==> src/rtl/secg_pkg.sv <==
package secg_pkg;

    typedef enum logic [2:0] {
        MD_STD  = 3'd0,
        MD_HASH = 3'd1,
        MD_TEV  = 3'd2,
        MD_PRIV = 3'd3,
        MD_SUSP = 3'd4
    } sec_mode_e;

    typedef enum logic [2:0] {
        RC_STAT_VER = 3'd0,
        RC_STAT_ENC = 3'd1,
        RC_DYN_VER  = 3'd2,
        RC_DYN_ENC  = 3'd3,
        RC_OPEN     = 3'd4
    } region_cls_e;

    localparam int unsigned NUM_WIN = 4;

    function automatic logic cls_is_static(region_cls_e c);
        return (c == RC_STAT_VER) || (c == RC_STAT_ENC);
    endfunction

    function automatic logic cls_is_enc(region_cls_e c);
        return (c == RC_STAT_ENC) || (c == RC_DYN_ENC);
    endfunction

    function automatic logic cls_is_prot(region_cls_e c);
        return c != RC_OPEN;
    endfunction

endpackage

==> src/rtl/secg_mode_fsm.sv <==
module secg_mode_fsm
    import secg_pkg::*;
#(
    parameter int unsigned AW = 32
) (
    input  logic          clk,
    input  logic          rst_n,
    input  logic          start_req,
    input  logic          start_private,
    input  logic          hash_done,
    input  logic          suspend_req,
    input  logic          resume_req,
    input  logic [AW-1:0] resume_pc,
    input  logic [AW-1:0] entry_pc,
    input  logic          exit_req,
    output sec_mode_e     mode_o,
    output logic          resume_fault
);

    sec_mode_e mode_q, mode_d;
    logic      sess_priv_q, sess_priv_d;
    logic      pc_match;
    sec_mode_e secure_ret;

    assign pc_match   = (resume_pc == entry_pc);
    assign secure_ret = sess_priv_q ? MD_PRIV : MD_TEV;

    // state register
    always_ff @(posedge clk or negedge rst_n) begin
        if (!rst_n) begin
            mode_q      <= MD_STD;
            sess_priv_q <= 1'b0;
        end else begin
            mode_q      <= mode_d;
            sess_priv_q <= sess_priv_d;
        end
    end

    // next-state logic
    always_comb begin
        mode_d      = mode_q;
        sess_priv_d = sess_priv_q;
        unique case (mode_q)
            MD_STD: begin
                if (start_req) begin
                    mode_d      = MD_HASH;
                    sess_priv_d = start_private;
                end
            end
            MD_HASH: begin
                if (exit_req)       mode_d = MD_STD;
                else if (hash_done) mode_d = secure_ret;
            end
            MD_TEV, MD_PRIV: begin
                if (exit_req)         mode_d = MD_STD;
                else if (suspend_req) mode_d = MD_SUSP;
            end
            MD_SUSP: begin
                if (exit_req)                    mode_d = MD_STD;
                else if (resume_req && pc_match) mode_d = secure_ret;
            end
            default: mode_d = MD_STD;
        endcase
    end

    // outputs
    always_comb begin
        mode_o       = mode_q;
        resume_fault = 1'b0;
        unique case (mode_q)
            MD_SUSP: resume_fault = resume_req && !pc_match;
            MD_STD, MD_HASH, MD_TEV, MD_PRIV: resume_fault = resume_req;
            default: resume_fault = resume_req;
        endcase
    end

    a_r1_reset_std: assert property (@(posedge clk)
        $rose(rst_n) |-> mode_q == MD_STD);

    a_r2_hash_holds: assert property (@(posedge clk) disable iff (!rst_n)
        (mode_q == MD_HASH && !hash_done && !exit_req) |=> mode_q == MD_HASH);

    a_r3_susp_only_from_secure: assert property (@(posedge clk) disable iff (!rst_n)
        (mode_q == MD_STD || mode_q == MD_HASH) |=> mode_q != MD_SUSP);

    a_r4_bad_resume_stays: assert property (@(posedge clk) disable iff (!rst_n)
        (mode_q == MD_SUSP && resume_fault && !exit_req) |=> mode_q == MD_SUSP);

    a_r5_exit_to_std: assert property (@(posedge clk) disable iff (!rst_n)
        (exit_req && mode_q != MD_STD) |=> mode_q == MD_STD);

endmodule

==> src/rtl/secg_region_match.sv <==
module secg_region_match
    import secg_pkg::*;
#(
    parameter int unsigned AW   = 32,
    parameter int unsigned NWIN = NUM_WIN
) (
    input  logic [AW-1:0]      addr,
    input  logic [NWIN*AW-1:0] base_flat,
    input  logic [NWIN*AW-1:0] bound_flat,
    output region_cls_e        cls
);

    localparam int unsigned CW = $bits(region_cls_e);

    logic [NWIN-1:0] hit;

    for (genvar gi = 0; gi < NWIN; gi++) begin : g_win
        logic [AW-1:0] lo, hi;
        assign lo      = base_flat[gi*AW +: AW];
        assign hi      = bound_flat[gi*AW +: AW];
        assign hit[gi] = (addr >= lo) && (addr < hi);
    end

    // lowest index has priority
    always_comb begin
        cls = RC_OPEN;
        for (int i = NWIN - 1; i >= 0; i--) begin
            if (hit[i]) cls = region_cls_e'(CW'(i));
        end
    end

endmodule

==> src/rtl/secg_access_policy.sv <==
module secg_access_policy
    import secg_pkg::*;
(
    input  logic        clk,
    input  logic        rst_n,
    input  sec_mode_e   mode,
    input  region_cls_e cls,
    input  logic        acc_valid,
    input  logic        acc_write,
    output logic        acc_allow,
    output logic        acc_fault,
    output logic        acc_need_verify,
    output logic        acc_need_encrypt
);

    logic permit;
    logic prot, stat, enc;

    assign prot = cls_is_prot(cls);
    assign stat = cls_is_static(cls);
    assign enc  = cls_is_enc(cls);

    always_comb begin
        permit = 1'b0;
        unique case (mode)
            MD_STD, MD_HASH, MD_SUSP: permit = !prot;
            MD_TEV:  permit = !prot || (!enc && !(stat && acc_write));
            MD_PRIV: permit = !prot || !(stat && acc_write);
            default: permit = !prot;
        endcase
    end

    always_comb begin
        acc_allow        = acc_valid && permit;
        acc_fault        = acc_valid && !permit;
        acc_need_verify  = acc_valid && permit && prot;
        acc_need_encrypt = acc_valid && permit && enc;
    end

    a_r8_prot_denied: assert property (@(posedge clk) disable iff (!rst_n)
        (acc_valid && prot && (mode == MD_STD || mode == MD_HASH || mode == MD_SUSP))
        |-> acc_fault);

    a_r9_static_write: assert property (@(posedge clk) disable iff (!rst_n)
        (acc_valid && acc_write && stat) |-> (acc_fault && !acc_allow));

    a_r11_enc_needs_verify: assert property (@(posedge clk) disable iff (!rst_n)
        acc_need_encrypt |-> acc_need_verify);

    a_r12_one_verdict: assert property (@(posedge clk) disable iff (!rst_n)
        acc_valid |-> $countones({acc_allow, acc_fault}) == 1);

    a_r12_idle_quiet: assert property (@(posedge clk) disable iff (!rst_n)
        !acc_valid |-> !(acc_allow || acc_fault || acc_need_verify || acc_need_encrypt));

endmodule

==> src/rtl/secmode_guard.sv <==
module secmode_guard
    import secg_pkg::*;
#(
    parameter int unsigned AW = 32
) (
    input  logic                  clk,
    input  logic                  rst_n,
    input  logic                  start_req,
    input  logic                  start_private,
    input  logic                  hash_done,
    input  logic                  suspend_req,
    input  logic                  resume_req,
    input  logic [AW-1:0]         resume_pc,
    input  logic [AW-1:0]         entry_pc,
    input  logic                  exit_req,
    input  logic                  acc_valid,
    input  logic [AW-1:0]         acc_addr,
    input  logic                  acc_write,
    input  logic [NUM_WIN*AW-1:0] region_base,
    input  logic [NUM_WIN*AW-1:0] region_bound,
    output logic [2:0]            mode,
    output logic                  resume_fault,
    output logic                  acc_allow,
    output logic                  acc_fault,
    output logic                  acc_need_verify,
    output logic                  acc_need_encrypt
);

    sec_mode_e   cur_mode;
    region_cls_e cls;

    secg_mode_fsm #(.AW(AW)) u_fsm (
        .clk          (clk),
        .rst_n        (rst_n),
        .start_req    (start_req),
        .start_private(start_private),
        .hash_done    (hash_done),
        .suspend_req  (suspend_req),
        .resume_req   (resume_req),
        .resume_pc    (resume_pc),
        .entry_pc     (entry_pc),
        .exit_req     (exit_req),
        .mode_o       (cur_mode),
        .resume_fault (resume_fault)
    );

    secg_region_match #(.AW(AW), .NWIN(NUM_WIN)) u_match (
        .addr      (acc_addr),
        .base_flat (region_base),
        .bound_flat(region_bound),
        .cls       (cls)
    );

    secg_access_policy u_policy (
        .clk             (clk),
        .rst_n           (rst_n),
        .mode            (cur_mode),
        .cls             (cls),
        .acc_valid       (acc_valid),
        .acc_write       (acc_write),
        .acc_allow       (acc_allow),
        .acc_fault       (acc_fault),
        .acc_need_verify (acc_need_verify),
        .acc_need_encrypt(acc_need_encrypt)
    );

    assign mode = cur_mode;

    a_r7_open_allowed: assert property (@(posedge clk) disable iff (!rst_n)
        (acc_valid && cls == RC_OPEN) |-> (acc_allow && !acc_need_verify && !acc_need_encrypt));

endmodule

==> config.mk <==
export PLATFORM = sky130hd
export DESIGN_NAME = secmode_guard
export DESIGN_NICKNAME = d
export VERILOG_FILES = /design/src/rtl/secg_pkg.sv /design/src/rtl/secg_mode_fsm.sv /design/src/rtl/secg_region_match.sv /design/src/rtl/secg_access_policy.sv /design/src/rtl/secmode_guard.sv
export SDC_FILE = /design/constraint.sdc
export NUM_CORES = 1
export LEC_CHECK = 0
export ABC_AREA = 1
export ABC_CLOCK_PERIOD_IN_PS = 2800
export BUFFER_PORTS_ARGS = -buffer_cell sky130_fd_sc_hd__buf_2
export CORE_AREA = 2 2 176 178
export CTS_CLUSTER_SIZE = 12
export DETAILED_ROUTE_END_ITERATION = 8
export DIE_AREA = 0 0 178 180
export PLACE_DENSITY = 0.58
export REMOVE_ABC_BUFFERS = 1
export SYNTH_ARGS = -nofsm -noshare
export SYNTH_HDL_FRONTEND = slang
export SYNTH_SLANG_ARGS = --single-unit
==> constraint.sdc <==
create_clock -name clk -period 2.8 [get_ports clk]
set_input_delay 0 -clock clk [delete_from_list [all_inputs] [get_ports clk]]
set_output_delay 0 -clock clk [all_outputs]
set_load 0.01 [all_outputs]
## After elaboration in Yosys (flattened, before gate mapping)

Cells that the tools add are included.

| cells by class | value |
|---|---|
| muxes and demuxes | 15 |
| order comparisons | 8 |
| reduce and logical (&&, ||, !) cells | 26 |
| equal/unequal tests | 12 |

Operator list:

| operator | count |
|---|---|
| >= comparator 32 bit | 4 |
| less-than comparator 32 bit | 4 |
| two-way mux 3 bit | 11 |
| equality test 32 bit | 1 |
| logical AND 1 bit | 12 |
| case mux 3 bit (4 select lines) | 1 |
| equality test 3 x 2 -> 1 bit, second input constant | 3 |
| != test 3 bit, second input constant | 3 |
| equality test 3 x 1 -> 1 bit, second input constant | 2 |
| zero test 3 bit | 2 |
| zero test 1 bit | 5 |
| logical OR 1 bit | 4 |
| AND reduction 4 bit | 1 |
| equality test 3 bit, second input constant | 1 |
| != test 3 x 2 -> 1 bit, second input constant | 1 |
| two-way mux 1 bit | 2 |
| != test 2 bit, second input constant | 1 |
| case mux 1 bit (2 select lines) | 1 |
| AND reduction 2 bit | 1 |
| OR reduction 2 bit | 1 |

| word-level totals | value |
|---|---|
| bits in registers | 4 |
| output and inout bits | 8 |
| input port bits | 362 |
| word-level logic and storage cells | 63 |

## Longest topological paths before layout

Gate-level depths: netlist of the first run.

| depth | value |
|---|---|
| word-level depth | 15 |
| depth in mapped cells | 22 |
| depth with buffers taken out | 22 |

## By module

From an unflattened synthesis of the first run, not the netlist that was laid out.

| second synthesis, totals | value |
|---|---|
| cell total of the unflattened synthesis | 1236 |
| area total of the unflattened synthesis | 7511.0 sq um |

By module, submodules not included:

| module | times used | sequential area each (sq um) | cells each | area each (sq um) |
|---|---|---|---|---|
| secg_region_match | 1 | 0.0 | 1071 | 6645.1 |
| secg_mode_fsm | 1 | 100.1 | 147 | 777.0 |
| secg_access_policy | 1 | 0.0 | 18 | 88.8 |

## Worst setup path after synthesis of the first run

Ideal clock, no wire load.

| timing path | value |
|---|---|
| kind | input -> output |
| start | input region_bound[31] |
| end | output acc_need_encrypt |
| data required time | 2.800 ns |
| arrival | 1.449 ns |
| buffers on the path | 0 |
| stages on the path | 13 |
| setup slack | 1.351 ns |
| cells stage by stage | inv_1 -> ha_1 -> nand2_2 -> nor4_2 -> inv_1 -> o21a_1 -> nand3_2 -> nand2_2 -> a21oi_2 -> nand2_1 -> nand2_2 -> nand2_2 -> nor2_2 |

| on the way | value |
|---|---|
| longest elaborated chain between the ends | 12 |
| elaborated cells on any way between the ends | 19 |
| those cells by class | order compare: 1; eq/ne: 3; mux: 2; reduce/logical: 13 |

Ends and longest elaborated chain:

| element | line | RTL |
|---|---|---|
| start: declaration | secmode_guard.sv:20 | `input logic [NUM_WIN*AW-1:0] region_bound,` |
| less-than comparator 32 bit (*) | secg_region_match.sv:21 | `assign hit[gi] = (addr >= lo) && (addr < hi);` |
| logical AND 1 bit (*) | secg_region_match.sv:21 |  |
| two-way mux 3 bit (*) | secg_region_match.sv:28 | `if (hit[i]) cls = region_cls_e'(CW'(i));` |
| equality test 3 x 1 -> 1 bit / zero test 3 bit (equally long branches) | secg_pkg.sv:22, secg_pkg.sv:26 |  |
| logical OR 1 bit | secg_pkg.sv:22 | `return (c == RC_STAT_VER) \|\| (c == RC_STAT_ENC);` |
| logical AND 1 bit | secg_access_policy.sv:27, secg_access_policy.sv:28 |  |
| zero test 1 bit | secg_access_policy.sv:27, secg_access_policy.sv:28 |  |
| logical AND 1 bit | secg_access_policy.sv:27 | `MD_TEV: permit = !prot \|\| (!enc && !(stat && acc_write));` |
| logical OR 1 bit | secg_access_policy.sv:27 |  |
| case mux 1 bit (2 select lines) | secg_access_policy.sv:25 | `unique case (mode)` |
| logical AND 1 bit | secg_access_policy.sv:37 | `acc_need_encrypt = acc_valid && permit && enc;` |
| logical AND 1 bit (*) | secg_access_policy.sv:37 |  |
| end: declaration | secmode_guard.sv:26 | `output logic acc_need_encrypt` |

Mark *: on every way between the ends. The rest lies on a longest branch, timed or not.

## Worst setup path in the final report of the first run

| timing path | value |
|---|---|
| start | input acc_addr[31] |
| end | output acc_need_verify |

| on the way | value |
|---|---|
| longest elaborated chain between the ends | 15 |
| elaborated cells on any way between the ends | 32 |
| those cells by class | order compare: 8; eq/ne: 3; mux: 5; reduce/logical: 16 |

Ends and longest elaborated chain:

| element | line | RTL |
|---|---|---|
| start: declaration | secmode_guard.sv:17 | `input logic [AW-1:0] acc_addr,` |
| >= comparator 32 bit / less-than comparator 32 bit (equally long branches) | secg_region_match.sv:21 |  |
| logical AND 1 bit | secg_region_match.sv:21 |  |
| two-way mux 3 bit (3 in a row) | secg_region_match.sv:28 |  |
| two-way mux 3 bit (*) | secg_region_match.sv:28 |  |
| equality test 3 x 1 -> 1 bit / zero test 3 bit (equally long branches) | secg_pkg.sv:22, secg_pkg.sv:26 |  |
| logical OR 1 bit | secg_pkg.sv:22 |  |
| logical AND 1 bit | secg_access_policy.sv:27, secg_access_policy.sv:28 |  |
| zero test 1 bit | secg_access_policy.sv:27, secg_access_policy.sv:28 |  |
| logical AND 1 bit | secg_access_policy.sv:27 |  |
| logical OR 1 bit | secg_access_policy.sv:27 |  |
| case mux 1 bit (2 select lines) | secg_access_policy.sv:25 |  |
| logical AND 1 bit | secg_access_policy.sv:36 | `acc_need_verify = acc_valid && permit && prot;` |
| logical AND 1 bit (*) | secg_access_policy.sv:36 |  |
| end: declaration | secmode_guard.sv:25 | `output logic acc_need_verify,` |

Marks and branches as above.

==> metrics, run 1 <==
drt wl/cell 13.6 um; grt ovf 0; Crit path largest cell delay 320 ps; Synth area leader ha_1; worst endpoint required time 2800 ps; I/O pin count 370; design area 9870 um2; CTS resizes 0; clock root buffer clkbuf_16; vias in the first global route 8,273; Setup Crit Path Kind in2out; VDD IR max 0.143 mV; share of the synthesized area in the top cell type 0.424; Max Cap Viol 0; Finished Layout Cells 1,991; nets@finish 2,211; CTS max path bufs 2; status complete, no violations; critical path arrival 2380 ps; most common flop cell mapped by yosys dfrtp_1; min-delay worst type in2reg; DRT Pass-1 Iters 4; Placed Area 9790 um2; P_leak 6.56 nW; total power 1.80 mW; DRT iter0 DRCs 251; fmax 0.421 GHz; share of cells above drive strength 1 0.250; Crit path max-delay family simple AND/OR/NAND/NOR gates; register area share after synthesis 0.0135; antenna viol nets, final 0; minimum clock period after layout 2380 ps; Num CTS Buffers 3; Sw Ratio 0.496; first-pass GRT wire length 41,500 um; worst path bufs/invs 3; fillcell total 3,368; CTS Hold Bufs 1; antenna violations before repair 1; setup bufs post-CTS 0; Crit-path slowest cell ha_1; RD Place Congestion 0.889; Power Dens Cells 182 nW/um2; die height 180 um; Final Hold Viols 0; Syn Area/Cell 6.09 um2; CP Capture Type primary output; dpl cells 1,987; Gate power share 0.820; Die Span X 178 um; worst path cell trace buf_2, ha_1, nand2_1, nor2_1, nand4_1, nor2_1, nand4_1, nand3_1, nand3_2, o2111ai_1, nand4_1, inv_1, buf_2; final hold slack 10.5 ps; FP Rows 64; Sequential Power Share 0.058; count of final setup violators 0; Total GRT Usage 0.164; DP HPWL 24,800 um; RSZ-0062 raised after global routing false; NetSw 0.894 mW; Layout Area Growth over Synthesis 32.7%; DRC 0; clock-pin slew on the worst setup and hold paths 30 ps; Critical Path Fanout Max 8; Critical Path Most Common Cell nand4_1; CORE AREA 30,200 um2; Core Util, Final 0.327; synthesized flop and latch total 4; Worst Tran Pin Value 551 ps; async set or reset register ratio after synthesis 1.00; Layout Skew 0.627 ps; warnings from Yosys 0; Routed WL 27,000 um; initial core utilization 0.246; setup TNS 0 ps; synth top area cells ha_1, inv_1, nand2_1; clk_lat worst skew 220 ps; Cell Area, Synth 7440 um2; die area 32,000 um2; clk sinks 4; final period utilization 0.848; P_int 0.907 mW; number of vias per cell 4.26; power share of the clock group 0.122; setup slack after layout 424 ps; Slew Viols, Final 0; Post-synth EDFFs 0; n_diodes 0; H-tree level count 1; port bufs 369; Gate Count Post-Synth 1,221; pre-CTS setup slack 328 ps; Netlist cell types 30; CP startpoint kind input port; via count 8,480; relative slew slack 0.629; largest net degree at the start of global routing 9; CTS tree done
## worst reg2reg max path: cells and delay by family, from the launching register on
kind	cells	cell delay (ps)
AND/OR/NAND/NOR	6	360
buffers and inverters	2	150
flip-flops	1	380
AO/OA/AOI/OAI	2	330
## state kept, by name (all words and copies together) (netlist names)
| name | flops |
|---|---|
| u_fsm.mode_o | 3 |
| u_fsm.sess_priv_q | 1 |
## kinds of logic after synthesis
| group | Yosys count | synth area share |
|---|---|---|
| AO/OA/AOI/OAI | 172 | 0.126 |
| XOR/XNOR | 20 | 0.0236 |
| adder cells (fa/ha/maj) | 252 | 0.424 |
| buffers and inverters | 338 | 0.171 |
| flip-flops | 4 | 0.0135 |
| multiplexers | 1 | 0.00151 |
| AND/OR/NAND/NOR | 434 | 0.241 |
## synthesized netlist by cell type (all sizes together), types with 2 or more instances
| master | instances |
|---|---|
| inv | 338 |
| nand2 | 274 |
| ha | 252 |
| a21oi | 114 |
| nor2 | 93 |
| o21ai | 32 |
| nand3 | 26 |
| nand4 | 19 |
| xnor2 | 14 |
| nor3 | 13 |
| o21a | 12 |
| or2 | 7 |
| a21o | 6 |
| xor2 | 6 |
| dfrtp | 4 |
| o211ai | 4 |
| nor4 | 2 |
| o21bai | 2 |
## power by group through the flow
stage          combinational (mW)  clock [mW]  sequential [mW]
5_1_grt                      1.73       0.229            0.109
6_report                     1.48       0.220            0.105
2_1_floorplan               0.855           0            0.108
3_5_place_dp                 1.49           0            0.106
3_3_place_gp                 1.46           0            0.105
4_1_cts                      1.50       0.224            0.105
## layout by cell type, fill, tap and decap left out, drive strengths merged
master / synthesis / layout
a21o: 6 / 6
nand3: 26 / 26
o21bai: 2 / 2
o2111ai: 1 / 1
nand2: 274 / 274
nand4: 19 / 19
o21ai: 32 / 32
o211ai: 4 / 4
a21oi: 114 / 114
buf: 0 / 370
nor4: 2 / 2
nor2: 93 / 93
a31oi: 1 / 1
dlygate4sd3: 0 / 1
o21a: 12 / 12
ha: 252 / 252
or2: 7 / 7
clkbuf: 0 / 3
dfrtp: 4 / 4
mux2: 1 / 1
xor2: 6 / 6
inv: 338 / 338
nor3: 13 / 13
xnor2: 14 / 14
## layer usage
layer  GRT usage  vias to the layer above  share of wire
met5           0                        -              0
met4      0.0230                        0          0.013
met3      0.0114                       14          0.050
met2       0.300                      221           0.48
met1       0.212                     3644           0.46
li1            -                     4601              -
## cell type report
cell class	count	area, um2	area share
Multi-Input combinational cell	879	6070	0.615
Timing Repair Buffer	371	1860	0.189
Inverter	338	1270	0.129
Tap cell	396	495	0.0502
Sequential cell	4	100	0.0101
Clock buffer	3	75.1	0.00760
## final timing paths
check	start	to	slack [ps]	cells past startpoint
max	acc_addr[31]	acc_need_verify	420	13
min	start_private	u_fsm.sess_priv_q	10	2
max reg2reg	u_fsm.mode_o[1]	u_fsm.mode_o[0]	1500	10
min reg2reg	u_fsm.sess_priv_q	u_fsm.sess_priv_q	520	1
max in group asynchronous	rst_n	u_fsm.mode_o[1]	2540	2
min in group asynchronous	rst_n	u_fsm.sess_priv_q	130	2
(Power assumes the default switching activity.)
==> inputs of run 2 (changes only) <==
--- a/config.mk
+++ b/config.mk
@@ -5,14 +5,14 @@
 export SDC_FILE = /design/constraint.sdc
 export NUM_CORES = 1
 export LEC_CHECK = 0
-export ABC_AREA = 1
-export ABC_CLOCK_PERIOD_IN_PS = 2800
+export ABC_AREA = 0
+export ABC_CLOCK_PERIOD_IN_PS = 2100
 export BUFFER_PORTS_ARGS = -buffer_cell sky130_fd_sc_hd__buf_2
-export CORE_AREA = 2 2 176 178
+export CORE_AREA = 2 2 171 173
 export CTS_CLUSTER_SIZE = 12
 export DETAILED_ROUTE_END_ITERATION = 8
-export DIE_AREA = 0 0 178 180
-export PLACE_DENSITY = 0.58
+export DIE_AREA = 0 0 173 175
+export PLACE_DENSITY = 0.61
 export REMOVE_ABC_BUFFERS = 1
 export SYNTH_ARGS = -nofsm -noshare
 export SYNTH_HDL_FRONTEND = slang
==> constraint.sdc (replaced) <==
create_clock -name clk -period 2.1 [get_ports clk]
set_input_delay 0 -clock clk [delete_from_list [all_inputs] [get_ports clk]]
set_output_delay 0 -clock clk [all_outputs]
set_load 0.01 [all_outputs]
==> metrics, run 2 <==
I/O pin count 370; relative slew slack 0.647; min-delay worst type in2reg; Placed Area 10,300 um2; DRT iter0 DRCs 322; Synth area leader ha_1; most frequent cells in the layout buf_2, inv_1, ha_1; grt ovf 0; Setup Crit Path Kind in2out; DRT Pass-1 Iters 4; vias in the first global route 8,951; CORE AREA 28,400 um2; CTS tree done; Power Dens Cells 256 nW/um2; VDD IR max 0.677 mV; Worst Tran Pin Value 524 ps; die area 30,300 um2; warnings from Yosys 0; share of the synthesized area in the top cell type 0.450; FP Rows 62; count of final setup violators 4; most common flop cell mapped by yosys dfrtp_1; commonest non-fill, non-tap cell in the layout buf_2; nets@finish 2,089; Final Hold Viols 0; minimum clock period after layout 2620 ps; worst endpoint required time 2100 ps; die height 175 um; clk sinks 4; design area 11,100 um2; Netlist cell types 56; share of cells above drive strength 1 0.388; async set or reset register ratio after synthesis 1.00; via count 8,545; Syn Area/Cell 7.24 um2; CP startpoint kind input port; count leader, synth inv_1; number of vias per cell 4.59; Layout Skew 2.06 ps; antenna violations before repair 6; Post-synth EDFFs 0; register area share after synthesis 0.0143; max FFs per register 3; clock root buffer clkbuf_16; failing checks negative setup slack; setup slack after layout -515 ps; DP HPWL 27,600 um; CTS max path bufs 2; Num CTS Buffers 3; DRC 0; antenna viol nets, final 0; RSZ-0062 raised after global routing true; first-pass GRT wire length 46,500 um; Slew Viols, Final 0; pre-CTS setup slack -1080 ps; fmax 0.382 GHz; RD Place Congestion 0.907; CP Capture Type primary output; drt wl/cell 16.2 um; initial core utilization 0.247; largest net degree at the start of global routing 10; Layout Area Growth over Synthesis 57.8%; Total GRT Usage 0.193; Max Cap Viol 0; Die Span X 173 um; Routed WL 30,100 um; Critical Path Fanout Max 3; status complete, but fails checks; Core Util, Final 0.389; port bufs 369; final period utilization 1.25; critical path arrival 2620 ps; P_leak 6.60 nW; R2R Setup Slk 430 ps; most frequent cells after synthesis inv_1, ha_1, a21oi_1; clock-pin slew on the worst setup and hold paths 30 ps; H-tree level count 1; synth top area cells ha_1, inv_1, a21oi_1; total power 2.83 mW; synthesized flop and latch total 4; Gate Count Post-Synth 967; Cell Area, Synth 7010 um2; clk_lat worst skew 220 ps
-- run 2: area by class of cell --
type,count,area (um2)
Clock buffer,3,75.1
Inverter,263,987
Fill cell,2975,17300
Sequential cell,4,100
Timing Repair Buffer,504,2970
Multi-Input combinational cell,699,6440
Antenna cell,5,12.5
Tap cell,384,480
-- run 2: final timing paths --
path	depth (start not counted)	from	end
worst max-delay path	12	acc_addr[12]	acc_fault
worst max register to register	6	u_fsm.mode_o[0]	u_fsm.mode_o[1]
min in group asynchronous	2	rst_n	u_fsm.mode_o[0]
worst min-delay path	2	exit_req	u_fsm.mode_o[1]
max in group asynchronous	2	rst_n	u_fsm.mode_o[2]
worst min register to register	1	u_fsm.sess_priv_q	u_fsm.sess_priv_q
-- run 2: repair_timing --
action / in CTS / in global routing
hold buffers: 1 / 0
hold endpoints to repair: 4 / 0
resized for setup: 72 / 35
setup buffers: 6 / 3
setup endpoints to repair: 4 / 4
pin swaps: 30 / 26
-- run 2: routing by layer --
metal  vias to the layer above  GRT usage  wire, um
met5                         -          0         0
met4                         0     0.0395       597
met3                        40     0.0237      1600
met2                       267      0.352     14600
met1                      3824      0.243     13300
li1                       4414          -         -
-- run 2: critical path: stages --
cell and delay, ps:
buf_2 120, buf_6 120, ha_1 280, nand4_1 150, nor3_2 80, a221o_1 300, a211o_1 310, a41o_1 200
o211a_1 280, o21a_4 260, o311a_1 350, buf_2 150
-- run 2: stage by stage --
step	std cells	hold WS (ps)	setup TNS (ps)
6_report	1862	12.0	-1830
3_5_place_dp	1850	-193	-4100
4_1_cts	1856	9.79	-1980
3_3_place_gp	1850	-194	-3910
5_1_grt	1860	19.6	-2160
2_1_floorplan	966	-296	-147
-- run 2: logic make-up after synthesis --
logic type,Yosys count,share of synthesized area
flip-flops,4,0.0143
multiplexers,1,0.00161
adder cells (fa/ha/maj),253,0.452
buffers and inverters,264,0.141
XOR/XNOR,32,0.0400
AO/OA/AOI/OAI,224,0.211
AND/OR/NAND/NOR,189,0.141
-- run 2: where the power goes --
part | internal [mW] | switching [mW]
Sequential | 0.109 | 0.0532
Clock | 0.243 | 0.0500
Combinational | 1.18 | 1.20
Total | 1.53 | 1.30
